$ cat src/rtl/agc_sync_pkg.sv
`timescale 1ns/1ps
package agc_sync_pkg;
  localparam int PIN_N  = 4;
  localparam int SEL_W  = $clog2(PIN_N);
  localparam int HOLD_W = 16;

  typedef struct packed {
    logic chan_sel;
    logic init_on_sync;
    logic first_only;
  } agc_mode_t;
endpackage

$ cat src/rtl/agc_sync_edge.sv
`timescale 1ns/1ps
module agc_sync_edge #(
  parameter int N = 4
) (
  input  logic         clk_i,
  input  logic         rst_i,
  input  logic [N-1:0] pin_i,
  output logic [N-1:0] rise_o
);
  for (genvar g = 0; g < N; g++) begin : g_pin
    logic meta_q, sync_q, prev_q;
    always_ff @(posedge clk_i) begin
      if (rst_i) begin
        meta_q <= 1'b0;
        sync_q <= 1'b0;
        prev_q <= 1'b0;
      end else begin
        meta_q <= pin_i[g];
        sync_q <= meta_q;
        prev_q <= sync_q;
      end
    end
    assign rise_o[g] = sync_q & ~prev_q;
  end
endmodule

$ cat src/rtl/agc_sync_select.sv
`timescale 1ns/1ps
module agc_sync_select #(
  parameter int N = 4,
  localparam int SW = $clog2(N)
) (
  input  logic          chan_sel_i,
  input  logic [SW-1:0] pin_sel_i,
  input  logic [N-1:0]  rise_i,
  input  logic          nco_i,
  input  logic          now_i,
  input  logic          wake_i,
  output logic          trig_o
);
  logic hw_src;
  always_comb begin
    hw_src = chan_sel_i ? nco_i : rise_i[pin_sel_i];
    trig_o = hw_src | now_i | wake_i;
  end
endmodule

$ cat src/rtl/agc_sync_countdown.sv
`timescale 1ns/1ps
module agc_sync_countdown #(
  parameter int W = 16
) (
  input  logic         clk_i,
  input  logic         rst_i,
  input  logic         ev_i,
  input  logic [W-1:0] hold_i,
  input  logic         init_i,
  output logic         fire_o,
  output logic         init_o
);
  logic [W-1:0] cnt_q;
  logic         active_q;

  always_ff @(posedge clk_i) begin
    if (rst_i) begin
      cnt_q    <= '0;
      active_q <= 1'b0;
      fire_o   <= 1'b0;
      init_o   <= 1'b0;
    end else begin
      fire_o <= 1'b0;
      init_o <= 1'b0;
      if (ev_i) begin
        if (hold_i <= W'(1)) begin
          fire_o   <= 1'b1;
          init_o   <= init_i;
          active_q <= 1'b0;
        end else begin
          cnt_q    <= hold_i;
          active_q <= 1'b1;
        end
      end else if (active_q) begin
        cnt_q <= cnt_q - W'(1);
        if (cnt_q == W'(2)) begin
          fire_o   <= 1'b1;
          init_o   <= init_i;
          active_q <= 1'b0;
        end
      end
    end
  end


  reload_chk: assert property (@(posedge clk_i) disable iff (rst_i)
    (ev_i && hold_i > W'(1)) |=> (active_q && cnt_q == $past(hold_i)));

  short_hold_chk: assert property (@(posedge clk_i) disable iff (rst_i)
    (ev_i && hold_i <= W'(1)) |=> fire_o);

  count_step_chk: assert property (@(posedge clk_i) disable iff (rst_i)
    (active_q && !ev_i && cnt_q != W'(2)) |=> (active_q && cnt_q == $past(cnt_q) - W'(1)));
endmodule

$ cat src/rtl/agc_sync_holdoff.sv
`timescale 1ns/1ps
module agc_sync_holdoff
  import agc_sync_pkg::*;
(
  input  logic              clk_i,
  input  logic              rst_i,
  input  logic              cfg_wr_i,
  input  logic              cfg_chan_sel,
  input  logic [SEL_W-1:0]  cfg_pin_sel,
  input  logic              cfg_init_on_sync,
  input  logic              cfg_first_only,
  input  logic [HOLD_W-1:0] holdoff_i,
  input  logic              nco_sync_i,
  input  logic [PIN_N-1:0]  sync_pins_i,
  input  logic              sync_now_i,
  input  logic              sleep_i,
  output logic              dump_o,
  output logic              init_o
);
  agc_mode_t        mode;
  logic [PIN_N-1:0] rise;
  logic             sleep_q, wake, trig, accept, seen_q;

  assign mode = '{chan_sel: cfg_chan_sel, init_on_sync: cfg_init_on_sync,
                  first_only: cfg_first_only};

  agc_sync_edge #(.N(PIN_N)) u_edge (
    .clk_i(clk_i), .rst_i(rst_i), .pin_i(sync_pins_i), .rise_o(rise));

  always_ff @(posedge clk_i) begin
    if (rst_i) sleep_q <= 1'b0;
    else       sleep_q <= sleep_i;
  end
  assign wake = sleep_q & ~sleep_i;

  agc_sync_select #(.N(PIN_N)) u_sel (
    .chan_sel_i(mode.chan_sel), .pin_sel_i(cfg_pin_sel), .rise_i(rise),
    .nco_i(nco_sync_i), .now_i(sync_now_i), .wake_i(wake), .trig_o(trig));

  assign accept = trig & ~(mode.first_only & seen_q);

  always_ff @(posedge clk_i) begin
    if (rst_i || cfg_wr_i) seen_q <= 1'b0;
    else if (accept)       seen_q <= 1'b1;
  end

  agc_sync_countdown #(.W(HOLD_W)) u_cnt (
    .clk_i(clk_i), .rst_i(rst_i), .ev_i(accept), .hold_i(holdoff_i),
    .init_i(mode.init_on_sync), .fire_o(dump_o), .init_o(init_o));


  init_dump_chk: assert property (@(posedge clk_i) disable iff (rst_i)
    init_o |-> dump_o);

  reset_quiet_chk: assert property (@(posedge clk_i)
    rst_i |=> (!dump_o && !init_o));
endmodule

$ cat config.mk
export PLATFORM = sky130hd
export DESIGN_NAME = agc_sync_holdoff
export DESIGN_NICKNAME = d
export VERILOG_FILES = /design/src/rtl/agc_sync_pkg.sv /design/src/rtl/agc_sync_edge.sv /design/src/rtl/agc_sync_select.sv /design/src/rtl/agc_sync_countdown.sv /design/src/rtl/agc_sync_holdoff.sv
export SDC_FILE = /design/constraint.sdc
export NUM_CORES = 1
export LEC_CHECK = 0
export ABC_AREA = 0
export BUFFER_PORTS_ARGS = -buffer_cell sky130_fd_sc_hd__buf_4
export CAP_MARGIN = 5
export CORE_MARGIN = 2
export CORE_UTILIZATION = 53
export CTS_CLUSTER_DIAMETER = 150
export CTS_CLUSTER_SIZE = 10
export DETAILED_ROUTE_END_ITERATION = 16
export GPL_ROUTABILITY_DRIVEN = 0
export GPL_TIMING_DRIVEN = 0
export PLACE_DENSITY = 0.85
export SETUP_SLACK_MARGIN = 0.5
export SYNTH_ARGS = -nofsm -noshare
export SYNTH_HDL_FRONTEND = slang
export SYNTH_SLANG_ARGS = --single-unit
$ cat constraint.sdc
create_clock -name clk_i -period 2.6 [get_ports clk_i]
set_input_delay 0 -clock clk_i [delete_from_list [all_inputs] [get_ports clk_i]]
set_output_delay 0 -clock clk_i [all_outputs]
set_load 0.01 [all_outputs]
==> run_results.csv <==
group,metric,value,unit
worst_setup_path,crit_fanout,5,
detailed_routing,first_pass_iters,11,
floorplanning,io_pins,33,
sta,finalSetupViolations,0,
cells_and_area,layout_common_cells,"sky130_fd_sc_hd__buf_4, sky130_fd_sc_hd__dfxtp_1, sky130_fd_sc_hd__dlygate4sd3_1, sky130_fd_sc_hd__nor2b_1, sky130_fd_sc_hd__nor2_1",
cells_and_area,layout-drive-gt1-share,0.295,
sta,grt_setup_unrepaired,"yes",
sta,worst_slew_margin_rel,0.593,
global_routing,gr-usage-all-layers,0.289,
outcome,run_status,"complete, but fails checks",
worst_setup_path,setup.worst_path.start_class,"flop",
yosys,synth-seq-cells,33,
global_routing,grt_antenna_before_repair,0,
sta,final-max-slew-violation-count,0,
yosys,mappedNetlistArea,0.00159,mm²
global_routing,gr-total-overflow,0,
outcome,failed_checks,"DRC",
place,placed_area,0.00186,mm²
cells_and_area,total_number_of_nets_in_the_final_design,283,
floorplanning,die_footprint,0.00345,mm²
worst_setup_path,worstSetupPathType,"reg2reg",
clock_network,clk_latency,0.35,ns
yosys,yosys_warnings,0,
floorplanning,starting_density_of_the_core,0.566,
clock_network,cts_buffers,5,
detailed_routing,route.detailed.vias_per_inst,6.12,
clock_network,cts.reportedPaths.clkPinSlew,0.11,ns
global_routing,largest_net_degree_at_the_start_of_global_routing,12,
place,post-dp-hpwl,2880,µm
sta,finalCritPeriodShare,0.905,
cells_and_area,final-instance-count-excl-fill,282,
detailed_routing,initialDrtViolationCount,147,
detailed_routing,drc,1,
clock_network,cts_root_buf,"sky130_fd_sc_hd__clkbuf_4",
worst_setup_path,worstPathCellList,"or3b_4 -> buf_6 -> or4_4 -> or4b_4 -> nor4_4 -> mux2i_1 -> o22ai_1",
clock_network,tritoncts,"yes",
cells_and_area,leading_cell_type_in_the_layout_fill_and_taps_excluded,"sky130_fd_sc_hd__buf_4",
sta,period_needed,2.35,ns
yosys,proportion_of_register_bits_with_asynchronous_set_or_reset_after_synthesis,0,
power,p_leak,0.000902,µW
yosys,syn_inst,182,
yosys,synth_enable_flop_cells,0,
detailed_routing,detail-route-antenna-nets,0,
sta,tightest_slew,0.610,ns
floorplanning,die_width,58.7,µm
flow_run,max-cap-violations,0,
cells_and_area,filler_cell_count,172,
worst_setup_path,cp_data_arrival_time,2.61,ns
clock_network,cts_num_sinks,33,
worst_setup_path,rrSetupSlack,0.25,ns
cells_and_area,antennaDiodeCount,0,
clock_network,cts_max_path_buffers,2,
clock_network,htree_levels,2,
power,cellPowerDensity,504,mW/mm²
yosys,synthesis.nets,215,
detailed_routing,routed_wirelength,4710,µm
sta,achievable-frequency,425,MHz
floorplanning,fp.dieH,58.7,µm
sta,timing.clock.skew,0.0138,ns
worst_setup_path,endpoint_kind,"flop",
sta,report.final.hold_viol_count,0,
place,io_buffers,31,
cells_and_area,area_growth_syn_to_layout,44.1,%
detailed_routing,post_drt_wl_per_cell,16.7,µm
power,max-vdd-ir-drop,0.407,mV
floorplanning,num_rows,19,
worst_setup_path,crit_path_max_incr_delay,0.55,ns
cells_and_area,final_area,0.00229,mm²
yosys,postSynthAreaPerCell,8.72,µm²
yosys,yosysSeqAreaShare,0.416,
detailed_routing,via_count,1727,
floorplanning,coreArea,0.00281,mm²
global_routing,via_count_of_the_first_global_routing_pass,1628,
place,placed_cell_count,244,
worst_hold_path,holdCritPathClass,"in2reg",
yosys,dominantRegCellSynth,"sky130_fd_sc_hd__dfxtp_1",
global_routing,wire_length_of_the_first_global_routing_pass,7470,µm
worst_setup_path,critical-path-slowest-cell,"sky130_fd_sc_hd__or4b_4",
yosys,yosys.cell_types.count,44,
worst_setup_path,worst_ep_required_time,2.86,ns
cells by family (layout without fill, tap and decap cells):
kind of cell / after synthesis / in the layout / synth area share
AOI/OAI and AO/OA: 50 / 50 / 0.210
and+or+nand+nor: 76 / 76 / 0.287
buffers and inverters: 16 / 85 / 0.0402
DFF: 33 / 33 / 0.416
muxes: 5 / 5 / 0.0315
adders and majority gates: 2 / 2 / 0.0158
sequential cells by signal, summed over array words and instances, names as in the netlist:
register and flops:
sleep_q 1, u_edge.g_pin.sync_q 4, u_cnt.active_q 1, u_cnt.cnt_q 16, u_edge.g_pin.meta_q 4, u_cnt.fire_o 1
seen_q 1, u_edge.g_pin.prev_q 4, u_cnt.init_o 1
worst paths after layout:
path | to | depth (start not counted) | startpoint
max reg2reg | u_cnt.cnt_q[13] | 7 | u_cnt.active_q
max | u_cnt.cnt_q[13] | 7 | u_cnt.active_q
min reg2reg | u_edge.g_pin[2].sync_q | 1 | u_edge.g_pin[2].meta_q
min | u_cnt.cnt_q[11] | 3 | holdoff_i[11]
layout make-up:
cell class	instances	area (µm²)	area share
Inverter	5	18.8	0.00821
Clock buffer	5	37.5	0.0164
Clock inverter	3	17.5	0.00766
Tap cell	31	38.8	0.0170
Multi-Input combinational cell	133	936	0.409
Buffer	11	57.6	0.0252
Sequential cell	33	668	0.292
Timing Repair Buffer	61	513	0.224
routing by layer:
layer / up-vias / routed length (µm) / global-route usage
li1: 821 / - / -
met1: 802 / 2000 / 0.368
met2: 94 / 2240 / 0.470
met3: 10 / 410 / 0.0835
met4: 0 / 62 / 0.0942
met5: - / 0 / 0
power by group:
part | switching, µW | leakage (µW) | internal (µW)
Combinational | 139 | 0.000597 | 148
Clock | 193 | 0.0000310 | 102
Sequential | 31.6 | 0.000274 | 540
timing repair:
action / 4_1_cts / 5_1_grt
gates cloned: 0 / 0
hold buffers: 22 / 0
buffers inserted: 7 / 1
resized for setup: 11 / 17
pin swaps: 3 / 1
setup endpoints to repair: 19 / 18
endpoints found under the hold margin: 22 / 0
worst max-delay path, delay by kind of cell (launching register included):
kind            cells  cell delay [ns]
compound gates      1             0.13
flops               1             0.36
mux                 1             0.10
simple gates        4             1.57
buf+inv             1             0.13
stage by stage:
stage	total power, µW	setup WS (ns)	TNS [ns]	hold slack [ns]	utilization
2_1_floorplan	710	0.370	0	0.0793	-
3_3_place_gp	779	-0.0400	-0.0953	0.165	0.663
3_5_place_dp	792	-0.163	-1.58	0.176	0.663
4_1_cts	1130	0.265	0	0.00834	0.794
5_1_grt	1200	0.173	0	0.0387	0.815
6_report	1150	0.247	0	0.0286	0.815
cell usage after synthesis, drive strengths merged, types with 2 or more instances:
| cell type | n | area, µm² |
|---|---|---|
| nand2 | 7 | 26.3 |
| inv | 5 | 18.8 |
| or4 | 5 | 42.5 |
| mux2i | 5 | 50.1 |
| or3 | 3 | 23.8 |
| nor3 | 6 | 30.0 |
| nand3 | 5 | 25.0 |
| nor3b | 3 | 22.5 |
| dfxtp | 33 | 661 |
| a22oi | 6 | 45.0 |
| ha | 2 | 25.0 |
| o31ai | 4 | 30.0 |
| buf | 3 | 15.0 |
| o21ai | 6 | 30.0 |
| o211ai | 2 | 15.0 |
| nor4 | 6 | 37.5 |
| o22ai | 6 | 37.5 |
| nand3b | 3 | 22.5 |
| a21oi | 10 | 50.1 |
| clkbuf | 8 | 30.0 |
| nor2b | 13 | 81.3 |
| nand4 | 2 | 12.5 |
| a31oi | 5 | 31.3 |
| a311oi | 2 | 17.5 |
| nor2 | 12 | 45.0 |
| o41ai | 2 | 17.5 |
| and3 | 3 | 18.8 |
| and2 | 3 | 21.3 |
Note: power is estimated with default switching activity, not from simulation.
